<file path="src/rtl/stepidx_pkg.sv">
package stepidx_pkg;
  localparam int IDX_W    = 5;
  localparam int N_POS    = 1 << IDX_W;
  localparam int QTR      = N_POS / 4;
  localparam int HALF     = N_POS / 2;
  localparam int HOME_IDX = N_POS / 8;
  localparam int N_WIND   = 2;
  localparam int PCT_W    = 7;

  typedef logic [IDX_W-1:0] idx_t;
  typedef enum logic [1:0] {MODE_FULL, MODE_HALF, MODE_QUARTER, MODE_EIGHTH} mode_e;

  // index increment for one accepted step edge
  function automatic idx_t stride_of(mode_e m);
    return idx_t'(QTR >> m);
  endfunction

  function automatic idx_t advance(idx_t p, logic fwd, mode_e m);
    return fwd ? idx_t'(p + stride_of(m)) : idx_t'(p - stride_of(m));
  endfunction

  // distance (in positions) from the nearest cosine peak, 0..QTR
  function automatic int fold(idx_t k);
    int j;
    j = int'(k) % HALF;
    return (j <= QTR) ? j : HALF - j;
  endfunction

  function automatic logic [PCT_W-1:0] level_pct(int d);
    case (d)
      0: return 7'd100;
      1: return 7'd98;
      2: return 7'd92;
      3: return 7'd83;
      4: return 7'd71;
      5: return 7'd56;
      6: return 7'd38;
      7: return 7'd20;
      default: return 7'd0;
    endcase
  endfunction

  // cosine negative strictly between 90 and 270 degrees
  function automatic logic cos_neg(idx_t k);
    return (int'(k) > QTR) && (int'(k) < 3 * QTR);
  endfunction
endpackage

</file>
<file path="src/rtl/step_sync.sv">
module step_sync (
  input  logic clk,
  input  logic rst_n,
  input  logic step_in,
  output logic step_evt
);
  logic [2:0] sh;

  always_ff @(posedge clk or negedge rst_n) begin
    if (!rst_n) sh <= '0;
    else        sh <= {sh[1:0], step_in};
  end

  // sh[1] is the second synchroniser flop, sh[2] its delayed copy
  assign step_evt = sh[1] & ~sh[2];
endmodule

</file>
<file path="src/rtl/idx_core.sv">
module idx_core import stepidx_pkg::*; (
  input  logic       clk,
  input  logic       rst_n,
  input  logic       park_n,
  input  logic       fault_home,
  input  logic       sleep_n,
  input  logic       step_evt,
  input  logic       dir_fwd,
  input  logic [1:0] mode,
  output idx_t       pos
);
  always_ff @(posedge clk or negedge rst_n) begin
    if (!rst_n)                     pos <= idx_t'(HOME_IDX);
    else if (!park_n || fault_home) pos <= idx_t'(HOME_IDX);
    else if (sleep_n && step_evt)   pos <= advance(pos, dir_fwd, mode_e'(mode));
  end
endmodule

</file>
<file path="src/rtl/phase_lut.sv">
module phase_lut import stepidx_pkg::*; #(
  parameter int MAG_W  = 7,
  parameter int OFFSET = 0
) (
  input  idx_t             pos,
  output logic [MAG_W-1:0] mag,
  output logic             neg
);
  idx_t rel;

  always_comb begin
    rel = idx_t'(pos - idx_t'(OFFSET));
    mag = MAG_W'(level_pct(fold(rel)));
    neg = cos_neg(rel);
  end
endmodule

</file>
<file path="src/rtl/stepidx_top.sv">
module stepidx_top import stepidx_pkg::*; #(
  parameter int MAG_W = 7
) (
  input  logic             clk,
  input  logic             rst_n,
  input  logic             step,
  input  logic             dir_fwd,
  input  logic [1:0]       mode,
  input  logic             park_n,
  input  logic             fault_home,
  input  logic             sleep_n,
  input  logic             enable,
  output logic [MAG_W-1:0] a_mag,
  output logic             a_neg,
  output logic [MAG_W-1:0] b_mag,
  output logic             b_neg,
  output logic             home_n,
  output logic             bridge_on
);
  logic             step_evt;
  idx_t             pos;
  logic [MAG_W-1:0] mags [N_WIND];
  logic             negs [N_WIND];

  step_sync u_sync (.clk(clk), .rst_n(rst_n), .step_in(step), .step_evt(step_evt));

  idx_core u_core (
    .clk(clk), .rst_n(rst_n), .park_n(park_n), .fault_home(fault_home),
    .sleep_n(sleep_n), .step_evt(step_evt), .dir_fwd(dir_fwd), .mode(mode),
    .pos(pos)
  );

  // winding w lags winding 0 by w quarter cycles (cos, then sin)
  for (genvar w = 0; w < N_WIND; w++) begin : g_wind
    phase_lut #(.MAG_W(MAG_W), .OFFSET(w * QTR)) u_lut (
      .pos(pos), .mag(mags[w]), .neg(negs[w])
    );
  end

  assign a_mag  = mags[0];
  assign a_neg  = negs[0];
  assign b_mag  = mags[1];
  assign b_neg  = negs[1];
  assign home_n = (pos != idx_t'(HOME_IDX));

  always_ff @(posedge clk or negedge rst_n) begin
    if (!rst_n) bridge_on <= 1'b0;
    else        bridge_on <= park_n & enable & sleep_n;
  end
endmodule

</file>
<file path="config.mk">
export PLATFORM = sky130hd
export DESIGN_NAME = stepidx_top
export DESIGN_NICKNAME = d
export VERILOG_FILES = /design/src/rtl/stepidx_pkg.sv /design/src/rtl/step_sync.sv /design/src/rtl/idx_core.sv /design/src/rtl/phase_lut.sv /design/src/rtl/stepidx_top.sv
export SDC_FILE = /design/constraint.sdc
export NUM_CORES = 1
export LEC_CHECK = 0
export ABC_AREA = 1
export BUFFER_PORTS_ARGS = -buffer_cell sky130_fd_sc_hd__buf_2
export CORE_ASPECT_RATIO = 1.5
export CORE_MARGIN = 2
export CORE_UTILIZATION = 32
export DETAILED_ROUTE_END_ITERATION = 6
export GPL_ROUTABILITY_DRIVEN = 1
export PLACE_DENSITY_LB_ADDON = 0.25
export SLEW_MARGIN = 20
export SYNTH_ARGS = -nofsm -noshare
export SYNTH_HDL_FRONTEND = slang
export SYNTH_SLANG_ARGS = --single-unit
</file>
<file path="constraint.sdc">
create_clock -name clk -period 2.3 [get_ports clk]
set_input_delay 0.46 -clock clk [delete_from_list [all_inputs] [get_ports clk]]
set_output_delay 0.46 -clock clk [all_outputs]
set_load 0.02 [all_outputs]
</file>
==> impl.org, run 1 <==
** Status
- Run status :: finished clean

** Floorplan
- Ports placed on the boundary :: 28
- The core region is 2940 µm².
- Height of the chip :: 72.6 µm
- Starting density of the core :: 34.1%
- Die boundary width :: around 50 µm
- Total number of placement rows :: 24
- Die Footprint :: about 3600 µm²

** STA
- Derived from the worst setup path, the maximum achievable clock frequency is about 450 MHz.
- The number of max-slew violations in the final report was 0.
- Crit path setup slack, layout :: 0.0760 ns
- The number of hold violations in the final report was 0.
- The worst path uses 96.7% of the clock period.
- Hold slack final :: 0.0702 ns
- # setup viols final :: 0
- In this run the tightest slew margin relative to its limit is 81.6%.
- Setup repair after global routing could not meet its margin everywhere.
- Final worst path period need :: 2.22 ns
- For the pin with the worst max-slew slack, the measured transition is 0.275 ns.
- Setup clock skew after layout :: 0.00247 ns

** Worst setup path
- Data arrival at the endpoint of the critical path :: ~1.8 ns
- The worst setup path is captured at an output pin.
- The slowest stage of the critical path is the dfrtp_1 cell.
- Worst Path Required :: between 1.5 and 2 ns
- The worst setup path is launched from a register.
- Biggest cell delay along the critical path :: 0.35 ns
- Launching instance or port of the critical path :: u_core.pos[0]
- Combined buffer and inverter count along the critical path :: 3
- Along the worst path, the maximum fanout reaches 4.
- The setup path with the least slack is of type reg -> out.
- Walking the worst path, the cells encountered are inv_2 -> ha_4 -> nand2_2 -> o21ai_2 -> nand2_4 -> ha_4 -> inv_2 -> nand3_2 -> a21oi_2 -> buf_4.
- Critical R2R Launch :: u_core.pos[0]
- On the critical path the largest part of the delay comes from adder cells.

** Finish
- Area of the multi-input gates :: 764 µm²
- Summing all flip-flop and latch instances after layout gives around 230 µm².
- After filler insertion, the fill cell instance count of the layout stands at between 300 and 400.
- Cells fill 47.2% of the core in the end.
- Most common library cell in the layout ignoring fill and taps :: nand2_1
- The number of antenna diodes in the final layout is 0.
- Layout cell share with drive strength beyond 1 :: around 40%
- In the layout the commonest cells are nand2_1 (37), buf_2 (23), inv_1 (13), nand3_1 (13), nor2_1 (9).
- Net count, final :: 209
- Relative to the synthesized area, the layout overhead comes to 38.5%.

** Global routing
- Entering global routing, the biggest net connects 12 pins.
- The via count of the first global-routing pass is 1077.
- GRT overflow :: 0
- Global routing used about 15% of the available tracks.
- Initial antenna violation count :: 0
- The first global-routing pass estimated roughly 4400 µm of wire.

** Detailed routing
- After detailed routing, the number of remaining DRC violations is 0.
- In this run the remaining antenna-violating nets after routing total 0.
- The routed layout has roughly 1100 vias.
- The routed design has 2650 µm of wire.
- Post-DR vias/cell :: 4.96
- The first routing iteration left 28 violations.
- Final routed wire length divided by cell count :: about 12 µm
- The first detailed-routing pass took 4 iterations.

** Synth
- Synth Register Bits :: 9
- Portion of the post-synthesis area used by sequential elements :: 22.6%
- Yosys attributes the largest share of cell area to dfrtp_1 (20%), nand2_1 (15%), ha_1 (14%).
- The number of nets handed over by synthesis was approximately 170.
- Number of distinct library cells after synthesis :: 27
- After synthesis the cells add up to between 1000 and 1500 µm².
- Synth area leader :: dfrtp_1
- FFs w/ async S/R, synth :: 100%
- In the synthesized netlist, the number of instances is about 150.
- For this run, the leading register cell type out of synthesis is dfrtp_1.
- Number of flops mapped to enable cells by yosys :: 0
- Mean instance size in the synthesized netlist :: 6.73 µm²
- Summed over its instances, the top area cell type makes up 20.0% of the synthesized netlist area.
- Yosys warning count :: 0

** CTS
- CTS placed an instance of clkbuf_8 at the clock tree root.
- After clock tree synthesis, the flow added hold-fix buffers numbering 0.
- Clock tree synthesis found a total of 9 sinks.
- Clock-pin slew was measured on the worst setup and hold paths at 0.04 ns.
- In this run, CTS created clock tree buffers numbering 3.
- TritonCTS built the clock tree.
- CTS built an H-tree with a depth of 1.
- Clk buf depth :: 2
- Clock latency on the worst-skew pair, taken at its later pin, is 0.23 ns.

** Placed design
- Detailed placement finished with a half-perimeter wire length of around 2100 µm.
- Worst setup timing slack at the placement stage :: 0.0445 ns
- GPL Wtd Cong :: 0.853
- The count of buffers added on input and output ports is 27.

** Power
- VDD sags by at most 0.301 mV.
- Power per cell area :: 334 nW/µm²
- The analysis attributes to cell leakage a power of 0.716 nW.

** Run
- The tool flagged a number of max-cap violations equal to 0.

** Worst hold path
- The min-delay analysis places its worst path in the category in -> async.
==> where the power goes <==
group,switching (W),leakage (nW),internal (W)
Clock,0.0000587,0.0228,0.000120
Sequential,0.00000262,0.113,0.000164
Combinational,0.0000742,0.581,0.0000450
==> worst paths after layout <==
path | to | slack (ns) | depth (start not counted)
max | a_mag[5] | 0.08 | 10
min | u_sync.sh[0] | 0.07 | 1
max reg2reg | u_core.pos[4] | 0.44 | 9
min reg2reg | u_sync.sh[1] | 0.35 | 0
max in group asynchronous | u_core.pos[2] | 1.99 | 1
min in group clk | u_sync.sh[0] | 0.33 | 1
==> layer usage <==
layer	global-route usage, %	vias up	share of wire [%]
li1	-	557	-
met1	14.5	528	34
met2	32.1	25	61
met3	1.23	6	2.6
met4	5.86	0	1.5
met5	0	-	0
==> layout make-up <==
type                            count  share of cell area [%]
Multi-Input combinational cell    116                    55.0
Sequential cell                     9                    16.4
Timing Repair Buffer               34                    15.3
Inverter                           23                    6.57
Tap cell                           39                    3.51
Clock buffer                        4                    3.24
==> cells in the mapped netlist, types with 3 or more instances <==
| cell type | instances |
|---|---|
| nand3_1 | 15 |
| dfrtp_1 | 8 |
| ha_1 | 11 |
| inv_2 | 4 |
| o21ai_0 | 6 |
| nor2_1 | 10 |
| inv_1 | 17 |
| nand3_2 | 3 |
| nand2_2 | 5 |
| a21oi_1 | 10 |
| nand2_1 | 39 |
==> cells by family (layout without fill, tap and decap cells) <==
group / after synthesis / after routing / synth area share, %
compound gates: 26 / 26 / 15.6
xor+xnor: 1 / 1 / 0.873
simple gates: 77 / 77 / 35.7
fa+ha+maj: 12 / 12 / 15.7
flops: 9 / 9 / 22.6
buf+inv: 24 / 61 / 9.60
==> worst reg2reg max path: cells and delay by family, from the launching register on <==
family                   cells  cell delay, ns
flip-flops                   1            0.35
AND/OR/NAND/NOR              3            0.33
buffers and inverters        3            0.29
adder cells (fa/ha/maj)      1            0.42
AO/OA/AOI/OAI                2            0.32
==> through the flow <==
| stage | setup TNS [ns] | instances | total power [W] | cell area, µm² |
|---|---|---|---|---|
| 2_1_floorplan | 0 | 149 | 0.000242 | 1000 |
| 3_3_place_gp | 0 | 219 | 0.000278 | 1220 |
| 3_5_place_dp | 0 | 219 | 0.000281 | 1220 |
| 4_1_cts | 0 | 225 | 0.000464 | 1300 |
| 5_1_grt | -0.0458 | 225 | 0.000499 | 1390 |
| 6_report | 0 | 225 | 0.000465 | 1390 |
==> registers in the layout, indices dropped and copies added (netlist names) <==
name	cells
bridge_on	1
u_core.pos	5
u_sync.sh	3
==> timing repair <==
action	in CTS	in global routing
gates resized for setup	5	24
hold endpoints to repair	0	0
setup buffers	2	0
setup endpoints to repair	7	5
pin swaps	2	6
No activity file was read; power rests on OpenSTA's default activity.
==> run 2, diff against run 1 <==
--- a/config.mk
+++ b/config.mk
@@ -10,9 +10,9 @@
 export CORE_ASPECT_RATIO = 1.5
 export CORE_MARGIN = 2
 export CORE_UTILIZATION = 32
+export CTS_CLUSTER_DIAMETER = 100
 export DETAILED_ROUTE_END_ITERATION = 6
 export GPL_ROUTABILITY_DRIVEN = 1
-export PLACE_DENSITY_LB_ADDON = 0.25
 export SLEW_MARGIN = 20
 export SYNTH_ARGS = -nofsm -noshare
 export SYNTH_HDL_FRONTEND = slang
==> impl.org, run 2 (synthesis results as in run 1) <==
** Status
- The run finished with clean final reports.

** STA
- Setup clock skew after layout :: 0.00126 ns
- The final critical path takes up 98.1% of the cycle.
- Worst slew slack as a fraction of its limit :: 79.2%
- In the post-route analysis, the smallest setup slack over all paths is about 0.043 ns.
- Hold slack final :: ~0.075 ns
- RSZ-0062 raised after global routing :: true
- The number of hold violations in the final report is 0.
- Final worst path period need :: roughly 2.3 ns
- For the pin with the worst max-slew slack, the measured transition is 0.309 ns.
- The number of max-slew violations in the final report is 0.
- # setup viols final :: 0
- Maximum frequency from static timing analysis :: about 440 MHz

** Worst hold path
- Hold crit path type :: in -> async

** Power
- Power per cell area :: 330 nW/µm²
- Reported leakage power :: between 0.7 and 0.8 nW
- The worst-case IR drop observed on VDD is 0.496 mV.

** CTS
- Insertion delay of the later-clocked pin in the worst-skew pair :: 0.22 ns
- Clk buf depth :: 2
- After clock tree synthesis, the clock-pin slew on the worst setup and hold paths is 0.04 ns.
- Clock tree root buffer cell :: clkbuf_8
- Number of buffers added by the clock tree synthesis step :: 3
- Count of hold buffers inserted by post-cts repair :: 0
- H-Tree Depth :: 1
- TritonCTS built the clock tree.
- CTS saw 9 sinks.

** Global routing
- Wire length of the first global-routing pass :: 4430 µm
- Largest net degree at the start of global routing :: 12
- The via count of the first global-routing pass is roughly 1100.
- GRT overflow :: 0
- The number of antenna violations at the first check in global routing was 0.
- Across every metal layer, demand over resource in global routing totals 15.3%.

** Placed design
- Worst setup timing slack at the placement stage :: 0.107 ns
- Once placement completed, the tool counted placed cells totaling 219.
- Placed instance area :: 1220 µm²
- HPWL reported at the end of detailed placement :: 2020 µm
- The count of buffers added on input and output ports is 27.
- The congestion estimate from routability-driven global placement came to around 0.87.

** Finish
- The top cell types in the final layout, fill and taps aside, are nand2_1 (38), buf_2 (23), inv_1 (15).
- Design area :: 1400 µm²
- Area of the multi-input gates :: 744 µm²
- The register with the most flip-flops in the layout has 5 of them.
- Post-Route Utilization :: 47.6%
- Combined flip-flop and latch cell area :: 228 µm²
- # fillers :: 320
- After the flow finishes, the layout carries non-filler instances totaling around 230.
- Leaving out fill and tap cells, the most frequent cell in the layout is nand2_1.
- Antenna diode count :: 0
- The post-route netlist has 40.0% of its cells at a drive strength greater than 1.
- Top register by number of flip-flops :: u_core.pos
- Compared with the post-synthesis result, the final layout area differs by 39.5%.
- The largest registers in the layout are u_core.pos (5), u_sync.sh (3), bridge_on (1).
- Net count, final :: 213

** Worst setup path
- Worst-path cell with the longest stage delay :: dfrtp_1
- Kind of critical path :: reg -> out
- R2r endpoint :: u_core.pos[4]
- The cell family contributing the most delay on the critical path is adder cells.
- The critical path goes through inv_2 -> ha_4 -> nand2_1 -> o21ai_2 -> nand2_4 -> ha_4 -> inv_1 -> nand3_2 -> a21oi_2 -> buf_2.
- Launching instance or port of the critical path :: u_core.pos[0]
- Worst Path Required :: 1.84 ns
- Cells on worst reg2reg path :: 9
- Cell repeated most along the worst path :: ha_4
- Along the worst path, the maximum fanout reaches 4.
- For this run, the slowest stage of the critical path takes approximately 0.35 ns.
- Data arrives at the worst endpoint at 1.80 ns.
- R2R Setup Slk :: approximately 0.48 ns
- The startpoint identified for the worst register-to-register timing path is u_core.pos[0].
- Crit path launch type :: register
- Endpoint type of the worst setup path :: output pin
- Combined buffer and inverter count along the critical path :: 3

** Floorplan
- Height of the chip :: 72.6 µm
- The floorplan step defined a die boundary enclosing 3610 µm².
- Total number of placement rows :: 24
- 28 I/O pins were placed.
- The die is 49.7 µm wide.
- For this configuration, the core starts out at a cell density of about a third.
- Core Area :: 2940 µm²

** Detailed routing
- Detailed routing placed a total of 1470 µm of wire on met2.
- Detailed router's first-iteration violation count :: 24
- Count of antenna-violating nets left after detailed routing :: 0
- Routed length on met3 :: 78 µm
- In the routed layout, each cell is associated on average with a via count of 4.90.
- Top routing layer in use :: met4
- WL met1 :: about 930 µm
- Before antenna repair, the detailed router went through 4 iterations.
- The final route contains 1121 vias.
- Routed WL :: 2560 µm
- Residual DRC count :: 0
- Final routed wire length divided by cell count :: 11.2 µm

** Run
- The tool flagged a number of max-cap violations equal to 0.
run 2: worst max path at each step:
| stage | to | cells after the start |
|---|---|---|
| 2_1_floorplan | a_mag[5] | 9 |
| 3_3_place_gp | a_mag[5] | 10 |
| 3_5_place_dp | a_mag[5] | 10 |
| 4_1_cts | a_mag[5] | 10 |
| 5_1_grt | a_mag[4] | 11 |
| 6_report | a_mag[5] | 10 |
run 2: per-layer routing:
layer	vias up	GRT usage, %
met5	-	0
met4	0	7.10
met3	8	1.23
met2	33	29.9
met1	513	16.0
li1	567	-
run 2: through the flow:
stage	power (W)	setup TNS, ns
floorplan	0.000242	0
global placement	0.000278	0
detailed placement	0.000281	0
CTS	0.000467	0
global route	0.000498	-0.198
finish	0.000461	0
run 2: cell type report:
type,instances,share of cell area [%]
inverters,23,6.52
multi-input cells,116,53.2
well taps,39,3.49
flip-flops and latches,9,16.3
repair buffers,38,17.3
clock buffers,4,3.22
run 2: repair_timing:
item,4_1_cts,5_1_grt
pin swaps,2,4
resized for setup,5,19
endpoints found under the hold margin,0,0
setup buffers,2,4
gates cloned,0,0
setup endpoints to repair,6,5
run 2: power breakdown:
group	internal (W)	leakage, nW	switching [W]
Combinational	0.0000451	0.599	0.0000739
Clock	0.000120	0.0228	0.0000559
Sequential	0.000164	0.113	0.00000241
run 2: worst reg2reg max path, stage by stage, from the launching register on:
cell and delay (ns):
dfrtp_1 0.35, inv_2 0.07, buf_6 0.15, nor2_1 0.22, inv_1 0.08, fa_1 0.39, o21ai_0 0.23, nand2_1 0.08
nand2_1 0.06, o21ai_0 0.07
